## config.mk

```make
export PLATFORM = sky130hd
export DESIGN_NAME = sinc3_decim
export DESIGN_NICKNAME = d
export VERILOG_FILES = /design/src/rtl/sinc3_pkg.sv /design/src/rtl/sinc3_ctrl.sv /design/src/rtl/sinc3_datapath.sv /design/src/rtl/sinc3_decim.sv
export SDC_FILE = /design/constraint.sdc
export NUM_CORES = 1
export LEC_CHECK = 0
export ABC_AREA = 1
export BUFFER_PORTS_ARGS = -buffer_cell sky130_fd_sc_hd__buf_2
export CAP_MARGIN = 5
export CORE_ASPECT_RATIO = 0.6
export CORE_MARGIN = 1.5
export CORE_UTILIZATION = 45
export DETAILED_ROUTE_END_ITERATION = 12
export MAX_ROUTING_LAYER = met4
export PLACE_DENSITY = 0.64
export SYNTH_ARGS = -nofsm -noshare
export SYNTH_HDL_FRONTEND = slang
export SYNTH_SLANG_ARGS = --single-unit
```

## constraint.sdc

```tcl
create_clock -name clk -period 8.55 [get_ports clk]
set_input_delay 0.4275 -clock clk [delete_from_list [all_inputs] [get_ports clk]]
set_output_delay 0.4275 -clock clk [all_outputs]
set_load 0.01 [all_outputs]
```

## src/rtl/sinc3_pkg.sv

```systemverilog
package sinc3_pkg;

  // Strobes from the decimation control to the filter datapath.
  typedef struct packed {
    logic combEn;   // one cycle per decimation period: advance differentiators
    logic outLoad;  // one cycle later: trim and register the new word
  } sinc_ctrl_t;

endpackage

```

## src/rtl/sinc3_ctrl.sv

```systemverilog
module sinc3_ctrl
  import sinc3_pkg::*;
#(
  parameter int DECIM_LOG2 = 9
) (
  input  logic       clk,
  input  logic       rstDpN,
  output sinc_ctrl_t ctrl
);

  localparam logic [DECIM_LOG2-1:0] LAST_PHASE = {DECIM_LOG2{1'b1}};

  logic [DECIM_LOG2-1:0] phaseCnt;
  logic                  loadQ;
  logic                  lastPhase;

  assign lastPhase = (phaseCnt == LAST_PHASE);

  always_ff @(posedge clk) begin
    if (!rstDpN) begin
      phaseCnt <= '0;
      loadQ    <= 1'b0;
    end else begin
      phaseCnt <= phaseCnt + 1'b1;
      loadQ    <= lastPhase;
    end
  end

  // A datapath reset suppresses both strobes, including a pending load.
  assign ctrl.combEn  = rstDpN & lastPhase;
  assign ctrl.outLoad = rstDpN & loadQ;

endmodule

```

## src/rtl/sinc3_datapath.sv

```systemverilog
module sinc3_datapath
  import sinc3_pkg::*;
#(
  parameter int ORDER      = 3,
  parameter int DECIM_LOG2 = 9,
  parameter int OUT_W      = 16
) (
  input  logic             clk,
  input  logic             rstDpN,
  input  logic             rstRegs,
  input  logic             invertPolarity,
  input  logic             modBit,
  input  sinc_ctrl_t       ctrl,
  output logic [OUT_W-1:0] sampleOut,
  output logic             sampleValid
);

  // A +/-1 input needs two signed bits; each stage grows by log2 of the ratio.
  localparam int ACC_W = 2 + ORDER * DECIM_LOG2;
  localparam int SHIFT = ACC_W - 1 - OUT_W;

  localparam logic signed [ACC_W-1:0] STEP_POS = {{(ACC_W-1){1'b0}}, 1'b1};
  localparam logic signed [ACC_W-1:0] STEP_NEG = {ACC_W{1'b1}};
  localparam logic signed [ACC_W-1:0] POS_MAX  =
    {{(ACC_W-OUT_W+1){1'b0}}, {(OUT_W-1){1'b1}}};
  localparam logic signed [ACC_W-1:0] NEG_MIN  =
    {{(ACC_W-OUT_W+1){1'b1}}, {(OUT_W-1){1'b0}}};

  logic signed [ACC_W-1:0] stepVal;
  logic signed [ACC_W-1:0] integLast;
  logic signed [ACC_W-1:0] combLast;
  logic signed [ACC_W-1:0] combRes;
  logic signed [ACC_W-1:0] scaled;
  logic        [OUT_W-1:0] trimmed;

  assign stepVal = (modBit ^ invertPolarity) ? STEP_POS : STEP_NEG;

  // Integrator chain at the modulator rate, wrap-around arithmetic.
  genvar gi;
  generate
    for (gi = 0; gi < ORDER; gi++) begin : g_integ
      logic signed [ACC_W-1:0] acc;
      logic signed [ACC_W-1:0] feed;
      if (gi == 0) begin : g_first
        assign feed = stepVal;
      end else begin : g_next
        assign feed = g_integ[gi-1].acc;
      end
      always_ff @(posedge clk) begin
        if (!rstDpN) acc <= '0;
        else         acc <= acc + feed;
      end
    end
  endgenerate

  assign integLast = g_integ[ORDER-1].acc;

  // Differentiator chain, advanced once per decimation period.
  genvar gc;
  generate
    for (gc = 0; gc < ORDER; gc++) begin : g_comb
      logic signed [ACC_W-1:0] cin;
      logic signed [ACC_W-1:0] dly;
      logic signed [ACC_W-1:0] diff;
      if (gc == 0) begin : g_first
        assign cin = integLast;
      end else begin : g_next
        assign cin = g_comb[gc-1].diff;
      end
      assign diff = cin - dly;
      always_ff @(posedge clk) begin
        if (!rstDpN)          dly <= '0;
        else if (ctrl.combEn) dly <= cin;
      end
    end
  endgenerate

  assign combLast = g_comb[ORDER-1].diff;

  always_ff @(posedge clk) begin
    if (!rstDpN)          combRes <= '0;
    else if (ctrl.combEn) combRes <= combLast;
  end

  // Drop the low bits, then clamp the single overflowing code.
  assign scaled = combRes >>> SHIFT;

  always_comb begin
    if (scaled > POS_MAX)      trimmed = POS_MAX[OUT_W-1:0];
    else if (scaled < NEG_MIN) trimmed = NEG_MIN[OUT_W-1:0];
    else                       trimmed = scaled[OUT_W-1:0];
  end

  always_ff @(posedge clk) begin
    if (rstRegs) begin
      sampleOut   <= '0;
      sampleValid <= 1'b0;
    end else begin
      sampleValid <= ctrl.outLoad;
      if (ctrl.outLoad) sampleOut <= trimmed;
    end
  end

endmodule

```

## src/rtl/sinc3_decim.sv

```systemverilog
module sinc3_decim
  import sinc3_pkg::*;
#(
  parameter int ORDER      = 3,
  parameter int DECIM_LOG2 = 9,
  parameter int OUT_W      = 16
) (
  input  logic             clk,
  input  logic             rstDpN,
  input  logic             rstRegs,
  input  logic             invertPolarity,
  input  logic             modBit,
  output logic [OUT_W-1:0] sampleOut,
  output logic             sampleValid
);

  sinc_ctrl_t ctrl;

  sinc3_ctrl #(
    .DECIM_LOG2(DECIM_LOG2)
  ) u_ctrl (
    .clk   (clk),
    .rstDpN(rstDpN),
    .ctrl  (ctrl)
  );

  sinc3_datapath #(
    .ORDER     (ORDER),
    .DECIM_LOG2(DECIM_LOG2),
    .OUT_W     (OUT_W)
  ) u_dp (
    .clk           (clk),
    .rstDpN        (rstDpN),
    .rstRegs       (rstRegs),
    .invertPolarity(invertPolarity),
    .modBit        (modBit),
    .ctrl          (ctrl),
    .sampleOut     (sampleOut),
    .sampleValid   (sampleValid)
  );

endmodule

```

==> impl_metrics.ini, run 1 <==
[floorplanning]
i_o_pins = 22
floorplan.initialDensity_pct = 46.21
design.core.area_um2 = 34030
rows = 52
dieHeight_um = 147.8
die-area_um2 = 36110
chipWidth_um = 244.3

[setup_path]
timing.critical_path.slowest_cell_delay_ns = 0.88
worst_setup_path_start_kind = register
maximum_fanout_along_the_worst_path = 5
critical_path.slowest_cell = sky130_fd_sc_hd__nor4_1
critPathCaptureType = register
timing.setup.critical_path_class = reg2reg
worst_ep_arrival_time_ns = 6.37
worst_ep_required_time_ns = 8.99

[synth]
syn_avg_cell_area_um2 = 7.026
synth.most_common_cell = sky130_fd_sc_hd__nand2_1
postSynthRegisterBits = 218
yosys_most_used_dff = sky130_fd_sc_hd__dfxtp_1
netlist-cell-type-count = 59
synth-edff-count = 0
seq_area_frac_synth_pct = 27.75
netlist_area_um2 = 15730
synth_largest_area_cell = sky130_fd_sc_hd__dfxtp_1
synth_top_area_share_pct = 27.75
async_flop_share_pct = 0
yosys_warnings = 0
synthesis.instances = 2238
ys_top_cells_by_count = 353 x sky130_fd_sc_hd__nand2_1, 324 x sky130_fd_sc_hd__a21oi_1, 298 x sky130_fd_sc_hd__inv_1
synth.area.top_cells = sky130_fd_sc_hd__dfxtp_1 28%, sky130_fd_sc_hd__ha_1 13%, sky130_fd_sc_hd__a21oi_1 10%, sky130_fd_sc_hd__nand2_1 8.4%, sky130_fd_sc_hd__inv_1 7.1%
synthesis.nets = 2416

[finish]
regArea_um2 = 4364
final_layout_size_suffix_gt1_share_pct = 6.849
num_antenna_cells = 0
num-fill-cells = 3368
nNetsFinal = 2423
area_delta_synth_final_pct = 9.182
multi_input_comb_area_um2 = 10030

[global_route]
grt_start_max_net_pins = 70
overflow = 0
initial_antenna_violation_count = 0
overall_global_routing_usage_pct = 26.26
grt_pass1_vias = 13060
grt_first_pass_wirelength_um = 73590

[cts]
ctsRootBufferMaster = sky130_fd_sc_hd__clkbuf_16
tritoncts = done
clock_tree.htree_level_count = 1
cts_buffers = 24
clock_transition_time_at_the_flip_flop_clock_pins_of_the_worst_setup_and_hold_paths_ns = 0.07
post_cts_buffers = 0
cts_hold_repair.buffers = 0
clock_sinks = 218
clk_latency_ns = 0.54
post_cts_resize_count = 0
clk_path_buf_depth = 3

[status]
outcome = complete, no violations

[timing]
finalHoldViolations = 0
final_max_slew_viol_count = 0
unrepaired_setup_endpoints_after_global_routing = false
timing.final.setup_violations = 0
timing.slew.headroom_pct = 23.33
max_clock_freq_mhz = 168.5
finalSetupTns_ns = 0
fin_worst_skew_ns = 0.009826
period_minus_slack_ns = 5.936
timing.final.crit_share_pct = 69.42
max_slew.worst_pin.slew_ns = 1.136

[drt]
firstDrtPassIters = 6
detail_route.wl_per_cell_um = 16.88
drtIter0Drc = 1522
routed-via-count = 15000
antenna_violating_nets_post_route = 0
drc = 0
detail_route.wirelength_um = 45950
per_cell_via_count_in_the_routed_design = 5.510

[placed_design]
portBuffers = 21
half_perimeter_wire_length_after_detailed_placement_um = 35640
gp_congestion = 1.034

[flow_run]
cap_violations = 0

[worst_hold_path]
hold_path.class = in2reg
[path summary, 6_finish.rpt]
path / endpoint / cells after the start / slack (ns) / startpoint
setup / recovery: u_dp.combRes[28] / 28 / 2.61 / u_dp.g_comb[0].dly[2]
hold / removal: u_dp.sampleOut[14] / 2 / 0.27 / rstRegs
setup reg to reg: u_dp.combRes[28] / 28 / 2.61 / u_dp.g_comb[0].dly[2]
hold reg to reg: u_ctrl.phaseCnt[0] / 1 / 0.45 / u_ctrl.phaseCnt[0]
[layout make-up]
cell class              count  area share (%)
clock buffers              35           4.212
clock inverters             9          0.8891
inverters                 308           6.741
multi-input cells        1664           58.43
flip-flops and latches    218           25.42
well taps                 459           3.345
repair buffers             29          0.9620
[metrics by stage]
step                      hold WS [ns]  util (%)  worst slack, ns  cells  area (um^2)
final                           0.2713     50.46            2.614   2722        17170
after global placement          0.4311     47.88            2.938   2678        16290
after floorplan                 0.4176         -            4.060   2238        15730
after CTS                       0.2422     50.46            2.924   2722        17170
after detailed placement        0.4344     47.88            2.957   2678        16290
after global routing            0.2592     50.46            2.380   2722        17170
[cell usage in the layout (no fill, tap or decap), types with 4 or more instances in the layout]
cell	instances
sky130_fd_sc_hd__a21o_1	28
sky130_fd_sc_hd__nand2_2	13
sky130_fd_sc_hd__clkbuf_8	6
sky130_fd_sc_hd__o211ai_1	14
sky130_fd_sc_hd__nor2_2	4
sky130_fd_sc_hd__a211oi_1	30
sky130_fd_sc_hd__nor3_1	22
sky130_fd_sc_hd__inv_2	9
sky130_fd_sc_hd__dfxtp_1	218
sky130_fd_sc_hd__o21bai_1	6
sky130_fd_sc_hd__a21oi_2	18
sky130_fd_sc_hd__nand2_1	352
sky130_fd_sc_hd__fa_1	5
sky130_fd_sc_hd__a31oi_1	14
sky130_fd_sc_hd__o21ai_1	22
sky130_fd_sc_hd__bufinv_16	4
sky130_fd_sc_hd__nor4_1	11
sky130_fd_sc_hd__o31ai_1	14
sky130_fd_sc_hd__nand4_1	9
sky130_fd_sc_hd__a21oi_4	5
sky130_fd_sc_hd__clkbuf_16	25
sky130_fd_sc_hd__nand3_2	6
sky130_fd_sc_hd__buf_4	8
sky130_fd_sc_hd__clkinv_2	4
sky130_fd_sc_hd__nand3_1	76
sky130_fd_sc_hd__nor2_1	183
sky130_fd_sc_hd__ha_1	168
sky130_fd_sc_hd__clkbuf_1	4
sky130_fd_sc_hd__o21ai_0	196
sky130_fd_sc_hd__o21a_1	23
sky130_fd_sc_hd__buf_2	21
sky130_fd_sc_hd__o211ai_2	4
sky130_fd_sc_hd__a21oi_1	324
sky130_fd_sc_hd__o21ai_2	9
sky130_fd_sc_hd__xnor2_1	20
sky130_fd_sc_hd__inv_1	297
sky130_fd_sc_hd__xor2_1	42
[critical path: cells and delay by family, from the launching register on]
kind / cells / cell delay, ns
simple gates: 9 / 2.10
compound gates: 10 / 1.76
fa+ha+maj: 3 / 1.01
xor+xnor: 2 / 0.41
flops: 1 / 0.31
buf+inv: 4 / 0.21
[routing by layer]
layer	GRT usage [%]	part of all wire (%)	up-vias
li1	-	-	7686
met1	45.17	59	6860
met2	28.42	32	419
met3	6.300	8.8	33
met4	3.364	0.98	0
met5	-	0	-
[cells by family (layout without fill, tap and decap cells)]
group / Yosys count / in the layout / share of synthesized area [%]
buffers and inverters: 356 / 381 / 8.514
DFF: 218 / 218 / 27.75
xor gates and xnor gates: 65 / 65 / 3.716
adders and majority gates: 173 / 173 / 14.00
and+or+nand+nor: 689 / 689 / 18.48
AOI/OAI and AO/OA: 737 / 737 / 27.53
[state kept, by name (all words and copies together) (netlist names)]
register          cells
u_ctrl.loadQ          1
u_ctrl.phaseCnt       9
u_dp.combRes         17
u_dp.g_comb.cin      29
u_dp.g_comb.dly      87
u_dp.g_integ.acc     58
u_dp.sampleOut       16
u_dp.sampleValid      1
Power of run 1 is left out: the tool's default activity adds up to more than one toggle a clock period on the data nets, which glitch-free logic cannot reach.
==> run 2: changes to the inputs <==
- PLACE_DENSITY: 0.64 -> 0.66
- clock period: 8.55 -> 4.8 ns (I/O delays scaled with it)
==> impl_metrics.ini, run 2 (synthesis results as in run 1) <==
[status]
outcome = complete, no violations

[finish]
nNetsFinal = 2563
most_frequent_cells_in_the_layout = 333 x sky130_fd_sc_hd__nand2_1, 287 x sky130_fd_sc_hd__inv_1, 286 x sky130_fd_sc_hd__a21oi_1
registers.top_by_ff_count = u_dp.g_comb.dly
largest_reg_flops = 87
final_core_utilization_pct = 56.43
mostFrequentLayoutCell = sky130_fd_sc_hd__nand2_1
num_antenna_cells = 0
final_layout_size_suffix_gt1_share_pct = 18.71
area_delta_synth_final_pct = 22.11

[cts]
cts_buffers = 24
clk_path_buf_depth = 3
clock_sinks = 218
cts_hold_repair.buffers = 0
clock_tree.htree_level_count = 1
clk_latency_ns = 0.54
ctsRootBufferMaster = sky130_fd_sc_hd__clkbuf_16
clock_transition_time_at_the_flip_flop_clock_pins_of_the_worst_setup_and_hold_paths_ns = 0.06
tritoncts = done

[global_route]
overflow = 0
grt_start_max_net_pins = 96
grt_first_pass_wirelength_um = 72940
grt_pass1_vias = 13650
overall_global_routing_usage_pct = 25.63
initial_antenna_violation_count = 0

[timing]
final_max_slew_viol_count = 0
timing.slew.headroom_pct = 29.04
timing.final.setup_violations = 0
period_minus_slack_ns = 4.661
finalHoldViolations = 0
timing.final.crit_share_pct = 97.10
fin_worst_skew_ns = 0.01282
unrepaired_setup_endpoints_after_global_routing = true
max_slew.worst_pin.slew_ns = 1.051
max_clock_freq_mhz = 214.5

[setup_path]
timing.setup.critical_path_class = reg2reg
critPathCaptureType = register
timing.critical_path.slowest_cell_delay_ns = 0.32
worst_ep_required_time_ns = 5.28
worst_ep_arrival_time_ns = 5.14
maximum_fanout_along_the_worst_path = 4
worst_setup_path_start_kind = register
critical_path.slowest_cell = sky130_fd_sc_hd__dfxtp_2

[placed_design]
gp_congestion = 0.9522
portBuffers = 21
half_perimeter_wire_length_after_detailed_placement_um = 35300

[floorplanning]
dieHeight_um = 147.8
floorplan.initialDensity_pct = 46.21
design.core.area_um2 = 34030
die-area_um2 = 36110
chipWidth_um = 244.3
i_o_pins = 22
rows = 52

[flow_run]
cap_violations = 0

[drt]
detail_route.wl_per_cell_um = 16.39
firstDrtPassIters = 5
drtIter0Drc = 1468
antenna_violating_nets_post_route = 0
detail_route.wirelength_um = 46850
drc = 0
routed-via-count = 15680
per_cell_via_count_in_the_routed_design = 5.484

[worst_hold_path]
hold_path.class = in2reg
## run 2: cell types whose count changed in the layout (fill, tap and decap cells not counted), moves of 18 or more
cell	change
sky130_fd_sc_hd__buf_4	+135
sky130_fd_sc_hd__nand2_1	-19
sky130_fd_sc_hd__a21oi_2	+34
sky130_fd_sc_hd__ha_4	+20
sky130_fd_sc_hd__ha_1	-24
sky130_fd_sc_hd__o21ai_0	-18
sky130_fd_sc_hd__a21oi_1	-38
## run 2: what timing repair did
item	4_1_cts	5_1_grt
endpoints found under the hold margin	0	0
pin swaps	9	86
buffers inserted	4	24
gates cloned	0	0
endpoints found under the setup margin	8	16
gates resized for setup	29	180
## run 2: worst paths after layout
| kind | start | to | slack [ns] | depth (start not counted) |
|---|---|---|---|---|
| worst max-delay path | u_dp.g_comb[0].dly[2] | u_dp.combRes[23] | 0.14 | 30 |
| worst max register to register | u_dp.g_comb[0].dly[2] | u_dp.combRes[23] | 0.14 | 30 |
| worst min register to register | u_ctrl.phaseCnt[0] | u_ctrl.phaseCnt[0] | 0.45 | 1 |
| worst min-delay path | rstRegs | u_dp.sampleValid | 0.07 | 2 |
## run 2: metal layers
layer  GRT usage [%]  share of wire, %  vias up  routed length [um]
met3           5.447               8.5       36                3974
met1           42.94                56     7215               26050
met4           2.809              0.87        0                 406
li1                -                 -     7953                   -
met2           29.99                35      475               16420
met5               -                 0        -                   0
## run 2: stage by stage
step	worst slack (ns)	setup TNS (ns)	area, um^2	hold slack, ns	instances
finish	0.1390	0	19200	0.07323	2859
global route	-0.09374	-0.4884	19200	0.08582	2859
CTS	-0.004689	-0.004689	18190	0.05955	2835
detailed placement	-0.3520	-1.246	17130	0.4409	2790
global placement	-0.4109	-1.142	17130	0.4340	2790
floorplan	0.3099	0	15730	0.4176	2238
## run 2: layout make-up
class,instances,area (um^2)
fill,3169,14830
multi-input combinational,1664,10970
sequential,218,4368
timing repair buffer,169,1244
inverter,308,1157
clock buffer,32,691.9
tap,459,574.3
clock inverter,9,195.2
## run 2: critical path, delay by kind of cell, from the launching register on
| family | cells | cell delay, ns |
|---|---|---|
| flops | 1 | 0.32 |
| xor+xnor | 2 | 0.46 |
| simple gates | 6 | 0.74 |
| buf+inv | 5 | 0.33 |
| fa+ha+maj | 3 | 0.82 |
| compound gates | 14 | 1.93 |
Power of run 2 is left out for the same reason.
